**src/rtl/can_mode_pkg.sv**
```systemverilog
package can_mode_pkg;

  // Request bits carried by one software write
  typedef struct packed {
    logic sleep;
    logic init;
    logic wake;
  } mode_wr_t;

  // Synchronisation search state
  typedef enum logic [1:0] {
    HUNT_HOLD   = 2'd0,
    HUNT_SEARCH = 2'd1,
    HUNT_LOCKED = 2'd2
  } hunt_state_t;

endpackage

```
**src/rtl/can_mode_hs.sv**
```systemverilog
// Request/acknowledge handshake for sleep and init, with wake-up handling.
module can_mode_hs
  import can_mode_pkg::*;
(
  input  logic     clk,
  input  logic     rst_n,
  input  logic     wr_en,
  input  mode_wr_t wr_data,
  input  logic     rx_busy,
  input  logic     tx_empty,
  input  logic     bus_activity,
  output logic     sleep_req,
  output logic     sleep_ack,
  output logic     init_req,
  output logic     init_ack,
  output logic     wake_en,
  output logic     regs_rst,
  output logic     wake_irq
);

  logic sleep_req_d, sleep_ack_d, init_req_d, init_ack_d, wake_en_d;
  logic regs_rst_d, wake_irq_d;
  logic bus_idle, wake_hit, sleep_entry;

  assign bus_idle    = !rx_busy && tx_empty;
  assign wake_hit    = sleep_ack && wake_en && bus_activity;
  assign sleep_entry = sleep_req && !sleep_ack && !init_req && !init_ack && bus_idle;

  always_comb begin
    // wake-up enable: plain load on write
    wake_en_d = wr_en ? wr_data.wake : wake_en;

    // sleep request: set freely, clear only once acknowledged, self-clear on wake
    sleep_req_d = sleep_req;
    if (wake_hit)
      sleep_req_d = 1'b0;
    else if (wr_en) begin
      if (wr_data.sleep)
        sleep_req_d = 1'b1;
      else if (sleep_ack)
        sleep_req_d = 1'b0;
    end

    // init request: set freely, clear only once acknowledged
    init_req_d = init_req;
    if (wr_en) begin
      if (wr_data.init)
        init_req_d = 1'b1;
      else if (init_ack)
        init_req_d = 1'b0;
    end

    // init acknowledge follows the request one edge later
    init_ack_d = init_ack;
    if (init_req && !init_ack)
      init_ack_d = 1'b1;
    else if (!init_req && init_ack)
      init_ack_d = 1'b0;
    regs_rst_d = init_req && !init_ack;

    // sleep acknowledge
    sleep_ack_d = sleep_ack;
    if (wake_hit)
      sleep_ack_d = 1'b0;
    else if (sleep_ack && !sleep_req)
      sleep_ack_d = 1'b0;
    else if (sleep_entry)
      sleep_ack_d = 1'b1;
    wake_irq_d = wake_hit;
  end

  always_ff @(posedge clk or negedge rst_n) begin
    if (!rst_n) begin
      sleep_req <= 1'b0;
      sleep_ack <= 1'b0;
      init_req  <= 1'b0;
      init_ack  <= 1'b0;
      wake_en   <= 1'b0;
      regs_rst  <= 1'b0;
      wake_irq  <= 1'b0;
    end else begin
      sleep_req <= sleep_req_d;
      sleep_ack <= sleep_ack_d;
      init_req  <= init_req_d;
      init_ack  <= init_ack_d;
      wake_en   <= wake_en_d;
      regs_rst  <= regs_rst_d;
      wake_irq  <= wake_irq_d;
    end
  end

endmodule

```
**src/rtl/can_sync_hunt.sv**
```systemverilog
// Bus synchronisation search: runs of recessive bits, counted runs when bus-off.
module can_sync_hunt
  import can_mode_pkg::*;
#(
  parameter int RUN_LEN   = 11,
  parameter int RUN_COUNT = 128
) (
  input  logic clk,
  input  logic rst_n,
  input  logic init_req,
  input  logic init_ack,
  input  logic bit_strobe,
  input  logic rx_bit,
  input  logic bus_off,
  output logic synced
);

  localparam int RUN_W = (RUN_LEN   > 1) ? $clog2(RUN_LEN)   : 1;
  localparam int OCC_W = (RUN_COUNT > 1) ? $clog2(RUN_COUNT) : 1;
  localparam logic [RUN_W-1:0] RUN_LAST = RUN_W'(RUN_LEN - 1);
  localparam logic [OCC_W-1:0] OCC_LAST = OCC_W'(RUN_COUNT - 1);

  hunt_state_t      state_q, state_d;
  logic [RUN_W-1:0] run_q, run_d;
  logic [OCC_W-1:0] occ_q, occ_d;
  logic             run_done;

  assign run_done = bit_strobe && rx_bit && (run_q == RUN_LAST);

  always_comb begin
    state_d = state_q;
    run_d   = run_q;
    occ_d   = occ_q;
    if (init_req) begin
      state_d = HUNT_HOLD;
      run_d   = '0;
      occ_d   = '0;
    end else if (init_ack) begin
      state_d = HUNT_SEARCH;
      run_d   = '0;
      occ_d   = '0;
    end else if (state_q == HUNT_SEARCH && bit_strobe) begin
      if (!rx_bit)
        run_d = '0;
      else if (run_done) begin
        run_d = '0;
        occ_d = occ_q + 1'b1;
        if (!bus_off || occ_q == OCC_LAST)
          state_d = HUNT_LOCKED;
      end else
        run_d = run_q + 1'b1;
    end
  end

  always_ff @(posedge clk or negedge rst_n) begin
    if (!rst_n) begin
      state_q <= HUNT_SEARCH;
      run_q   <= '0;
      occ_q   <= '0;
    end else begin
      state_q <= state_d;
      run_q   <= run_d;
      occ_q   <= occ_d;
    end
  end

  assign synced = (state_q == HUNT_LOCKED);

endmodule

```
**src/rtl/can_mode_seq.sv**
```systemverilog
// Mode sequencer top: run, sleep and init for a CAN protocol controller.
module can_mode_seq
  import can_mode_pkg::*;
#(
  parameter int RUN_LEN   = 11,
  parameter int RUN_COUNT = 128
) (
  input  logic clk,
  input  logic rst_n,
  input  logic wr_en,
  input  logic wr_sleep_req,
  input  logic wr_init_req,
  input  logic wr_wake_en,
  input  logic rx_busy,
  input  logic tx_empty,
  input  logic bus_off,
  input  logic rx_bit,
  input  logic bit_strobe,
  input  logic bus_activity,
  output logic sleep_req,
  output logic sleep_ack,
  output logic init_req,
  output logic init_ack,
  output logic wake_en,
  output logic tx_force_rec,
  output logic regs_rst,
  output logic cfg_wr_en,
  output logic wake_irq,
  output logic synced
);

  mode_wr_t wr_data;
  assign wr_data = '{sleep: wr_sleep_req, init: wr_init_req, wake: wr_wake_en};

  can_mode_hs u_hs (
    .clk          (clk),
    .rst_n        (rst_n),
    .wr_en        (wr_en),
    .wr_data      (wr_data),
    .rx_busy      (rx_busy),
    .tx_empty     (tx_empty),
    .bus_activity (bus_activity),
    .sleep_req    (sleep_req),
    .sleep_ack    (sleep_ack),
    .init_req     (init_req),
    .init_ack     (init_ack),
    .wake_en      (wake_en),
    .regs_rst     (regs_rst),
    .wake_irq     (wake_irq)
  );

  can_sync_hunt #(
    .RUN_LEN   (RUN_LEN),
    .RUN_COUNT (RUN_COUNT)
  ) u_hunt (
    .clk        (clk),
    .rst_n      (rst_n),
    .init_req   (init_req),
    .init_ack   (init_ack),
    .bit_strobe (bit_strobe),
    .rx_bit     (rx_bit),
    .bus_off    (bus_off),
    .synced     (synced)
  );

  // Recessive as soon as init is requested, and throughout init and sleep
  assign tx_force_rec = init_req || init_ack || sleep_ack;
  assign cfg_wr_en    = init_req && init_ack;

endmodule

```
**config.mk**
```make
export PLATFORM = sky130hd
export DESIGN_NAME = can_mode_seq
export DESIGN_NICKNAME = d
export VERILOG_FILES = /design/src/rtl/can_mode_pkg.sv /design/src/rtl/can_mode_hs.sv /design/src/rtl/can_sync_hunt.sv /design/src/rtl/can_mode_seq.sv
export SDC_FILE = /design/constraint.sdc
export NUM_CORES = 1
export LEC_CHECK = 0
export BUFFER_PORTS_ARGS = -buffer_cell sky130_fd_sc_hd__buf_2
export CORE_ASPECT_RATIO = 1.5
export CORE_MARGIN = 4
export CORE_UTILIZATION = 50
export CTS_CLUSTER_DIAMETER = 100
export DETAILED_ROUTE_END_ITERATION = 12
export GPL_ROUTABILITY_DRIVEN = 1
export PLACE_DENSITY_LB_ADDON = 0.25
export SKIP_LAST_GASP = 1
export SLEW_MARGIN = 20
export SYNTH_ARGS = -nofsm -noshare
export SYNTH_HDL_FRONTEND = slang
export SYNTH_SLANG_ARGS = --single-unit
export TNS_END_PERCENT = 50
```
**constraint.sdc**
```tcl
create_clock -name clk -period 3.7 [get_ports clk]
set_clock_uncertainty 0.2 [all_clocks]
set_input_delay 0.185 -clock clk [delete_from_list [all_inputs] [get_ports clk]]
set_output_delay 0.185 -clock clk [all_outputs]
set_load 0.01 [all_outputs]
```
Word level (Yosys, flattened, before mapping):

Index checks and enable logic that the tools add are counted.

* multiplexer cells: 27
* add/subtract/negate cells: 2
* eq/ne operators: 4
* reduce and logical (&&, ||, !) cells: 36

Operator list (number)
* $mux 7: 5
* $mux 4: 5
* $reduce_bool 3->1: 6
* $logic_and 1x1->1: 14
* $mux 2: 6
* $mux 1: 11
* $add 7x1->7 const B: 1
* $eq 7x7->1 const B: 1
* $logic_not 1->1: 6
* $reduce_bool 2->1: 3
* $add 4x1->4 const B: 1
* $eq 4x4->1 const B: 1
* $reduce_and 2->1: 2
* $reduce_and 4->1: 1
* $logic_or 1x1->1: 3
* $reduce_and 3->1: 1
* $eq 2x1->1 const B: 1
* $eq 2x2->1 const B: 1

* output and inout port bits: 10
* bits in registers: 20
* input bits: 12

Depth between registers and ports, before layout:

* depth in word-level cells: 8
* gate-level depth with buffers: 6

Modules after synthesis:

A second synthesis with hierarchy kept.

* cell total of the unflattened synthesis: 105
* area total of the unflattened synthesis: 1078.5 um2

By module, submodules not included
* can_sync_hunt: area an instance 785.8 um2, sequential area each 326.6 um2, instances 1, cells an instance 83
* can_mode_hs: area an instance 279.0 um2, sequential area each 175.2 um2, instances 1, cells an instance 20
* can_mode_seq: area an instance 13.8 um2, sequential area each 0.0 um2, instances 1, cells an instance 2

Worst setup path before layout:

OpenSTA, ideal clock, no wires.

* kind: register to register
* start: reg u_hs.init_ack
* end: reg u_hunt.run_q[3]
* library setup time: 124 ps
* data required time: 3376 ps
* buffers on the path: 0
* clock period less this slack: 1839 ps
* arrival: 1515 ps
* setup slack: 1861 ps
* stages on the path, launching flop included: 7
* cells stage by stage: dfrtp_1 > inv_1 > ha_1 > inv_1 > a31oi_2 > nor4_2 > a211o_1

* word-level cells in the longest chain between the ends: 2
* elaborated cells between the ends (all ways): 3
* those cells by class: mux (2); reduce/logical (1)

Ends and longest elaborated chain
* from (decl): RTL line can_mode_hs.sv:15 `output logic init_ack,`
* from (signal assigned): RTL line can_mode_hs.sv:85 `init_ack <= init_ack_d;`
* $mux 4: RTL line can_sync_hunt.sv:38 `end else if (init_ack) begin`
* $mux 4: RTL line can_sync_hunt.sv:34 `if (init_req) begin`
* to (signal assigned): RTL line can_sync_hunt.sv:62 `run_q <= run_d;`
* to (decl): RTL line can_sync_hunt.sv:24 `logic [RUN_W-1:0] run_q, run_d;`

Parallel ways exist; a longest one is shown, timed or not.
A chain may end at the register's enable or synchronous reset.

Worst setup path after layout:

Same ends and word-level chain as after synthesis.

==> metrics.md <==
| Metric | Value |
|---|---|
| CTS Buffer Depth | 2 |
| Initial Utilization | roughly 53% |
| Vias | 980 |
| Tmin final | 2.02 ns |
| Global-route wire length before repair | approximately 4100 microns |
| First-iteration detailed-routing DRC count | 61 |
| Mean routed wirelength per cell | 14.3 microns |
| Mapped cell area | 1090 sq um |
| CTS Buf Count | 3 |
| DP Wirelength | ~1700 microns |
| Pre-Repair DR Iteration Count | 4 |
| I/O pin cnt | 22 |
| Synth area leaders | dfrtp_1 (44%), ha_1 (8.1%), o21ai_1 (4.1%) |
| Via-per-instance ratio | 5.90 |
| Critical path data required time | 3.70 ns |
| Share of cells above drive strength 1 | 22.9% |
| Antenna violations before repair | 0 |
| DRT antenna net count | 0 |
| Core Region | between 2000 and 2500 sq um |
| Die area | roughly 3000 sq um |
| Post-synth EDFFs | 0 |
| RSZ-0062 raised after global routing | false |
| Largest net degree at the start of global routing | 21 |
| Placed Instances | 155 |
| Syn_area_per_cell | between 9 and 10 sq um |
| Final Util | 65.4% |
| Max-cap violations | 0 |
| Ys flop type | dfrtp_1 |
| Final setup violating endpoints | 0 |
| Fill count | ~170 |
| N_diodes | 0 |
| Congestion Overflow GR | 0 |
| Yosys top cell by area | dfrtp_1 |
| Final Wtd Congestion | 0.854 |
| Synth Net Count | 131 |
| Final critical-path share of the clock period | between 50% and 60% |
| Port-buffer cells | 21 |
| # H-tree levels | 1 |
| #FFs+latches synth | 20 |
| Arrival @ worst endpoint | around 2.0 ns |
| CTS tree | yes |
| CP Max Fanout | 9 |
| Non-Filler Instances | about 170 |
| Outcome | finished, final reports clean |
| Count of pins over their slew limit | 0 |
| Post-synth top cells | dfrtp_1 (19), nand2_1 (11), nor2_1 (10) |
| Hold Path Class | in -> reg |
| Die Y | 65.1 microns |
| DRC | 0 |
| Share of the yosys chip area belonging to registers | 46.1% |
| Max VDD drop | approximately 0.00044 V |
| Layout area overhead | 23.5% |
| Clock transition at path regs | 0.12 ns |
| Fin Setup TNS | 0 ns |
| Slew @ Worst Pin | around 0.57 ns |
| Pwr Density | between 500 and 600 nW/um^2 |
| Vias in the first global route | 952 |
| Final Hold Viols | 0 |
| Post-Route WL | 2370 microns |
| Post-CTS Resized | 0 |
| Fin Hold WS | between 0.01 and 0.015 ns |
| CTS Sinks | 20 |
| CP Class | reg -> reg |
| Cells after Synth | 112 |
| Max-slew headroom | 61.6% |
| Clk Latency, worst-skew pair | approximately 0.29 ns |
| Die W | approximately 46 microns |
| Root Driver | clkbuf_4 |
| GRT Total Usage | 17.7% |
| Synth unique cells | 34 |
| Ys async rst share | 100% |
| P_leak | 0.624 nW |
| Top-area cell type share of the netlist area | 43.7% |
| Num rows | 20 |
| CP endpoint kind | flip-flop |
| Final nets | 164 |
| Yosys warns | 0 |
| Startpoint class of the critical path | flip-flop |
| Top-count cell post-synth | dfrtp_1 |
| Max Clock Freq | ~500 MHz |
sequential cells by signal, summed over array words and instances, names as in the netlist:
register and cells:
u_hs.wake_en 1, u_hs.regs_rst 1, u_hunt.occ_q 7, u_hunt.run_q 4
u_hunt.state_q 2, u_hs.sleep_req 1, u_hs.sleep_ack 1, u_hs.init_ack 1
u_hs.wake_irq 1, u_hs.init_req 1
per-layer routing:
layer / global-route usage (%) / share of wire [%] / vias up
li1: - / - / 477
met1: 22.8 / 42 / 468
met2: 30.2 / 51 / 33
met3: 2.47 / 5.4 / 2
met4: 4.27 / 0.80 / 0
met5: 0 / 0 / -
cell type report:
cell class,instances,area [sq um],share of cell area (%)
multi-input cells,85,559,41.7
flip-flops and latches,20,502,37.4
repair buffers,28,175,13.0
clock inverters,1,30.0,2.24
well taps,22,27.5,2.05
inverters,7,26.3,1.96
clock buffers,3,22.5,1.68
worst max-delay path, stage by stage (launching register included):
cell and delay, ns:
dfrtp_1 0.48, inv_1 0.13, ha_1 0.28, inv_1 0.12
a31oi_2 0.39, nor4_2 0.10, a211o_1 0.23
final timing paths:
path / start / end / slack, ns / depth (start not counted)
setup / recovery: u_hs.init_ack$_DFFE_PN0P_ / u_hunt.run_q[3]$_DFFE_PN0P_ / 1.68 / 6
hold / removal: wr_en / u_hs.wake_en$_DFFE_PN0P_ / 0.01 / 2
setup reg to reg: u_hs.init_ack$_DFFE_PN0P_ / u_hunt.run_q[3]$_DFFE_PN0P_ / 1.68 / 6
hold reg to reg: u_hunt.occ_q[6]$_DFFE_PN0P_ / u_hunt.occ_q[6]$_DFFE_PN0P_ / 0.30 / 1
max in group asynchronous: rst_n / u_hunt.state_q[0]$_DFFE_PN1P_ / 2.82 / 2
min in group asynchronous: rst_n / u_hs.sleep_ack$_DFFE_PN0P_ / 0.15 / 2
through the flow:
| step | instance area (sq um) | setup slack, ns | total power, W |
|---|---|---|---|
| 6_report | 1340 | 1.68 | 0.000754 |
| 5_1_grt | 1340 | 1.50 | 0.000807 |
| 4_1_cts | 1340 | 1.70 | 0.000756 |
| 3_5_place_dp | 1220 | 1.70 | 0.000571 |
| 3_3_place_gp | 1220 | 1.81 | 0.000563 |
| 2_1_floorplan | 1090 | 1.86 | 0.000478 |
timing repair:
action	in CTS	in global routing
setup buffers	0	0
hold buffers	7	0
endpoints found under the hold margin	25	0
where the power goes:
group | switching [W] | internal [W] | total (W)
combinational | 0.000155 | 0.000112 | 0.000267
sequential | 0.0000477 | 0.000263 | 0.000311
clock | 0.0000661 | 0.000109 | 0.000175
total | 0.000269 | 0.000485 | 0.000754
logic make-up after synthesis:
logic type | count (synthesis) | synth area share, %
muxes | 1 | 1.04
DFF | 20 | 46.1
buffers and inverters | 7 | 2.42
AOI/OAI and AO/OA | 35 | 20.9
and+or+nand+nor | 42 | 21.4
adders and majority gates | 7 | 8.05
layout by cell type (no fill, tap or decap), types with 2 or more instances in the layout:
cell / instances
buf_2: 21
dfrtp_1: 19
nand2_1: 11
nor2_1: 10
o21ai_1: 9
inv_1: 7
o21ai_0: 7
ha_1: 7
dlygate4sd3_1: 7
nand2b_1: 4
a31oi_1: 3
o31ai_1: 3
clkbuf_4: 3
and4_2: 2
nand3_1: 2
nand4b_1: 2
a211o_1: 2
a21oi_1: 2
nor3_1: 2
a21o_1: 2
nand4_1: 2
Power figures use the tool's default switching activity.
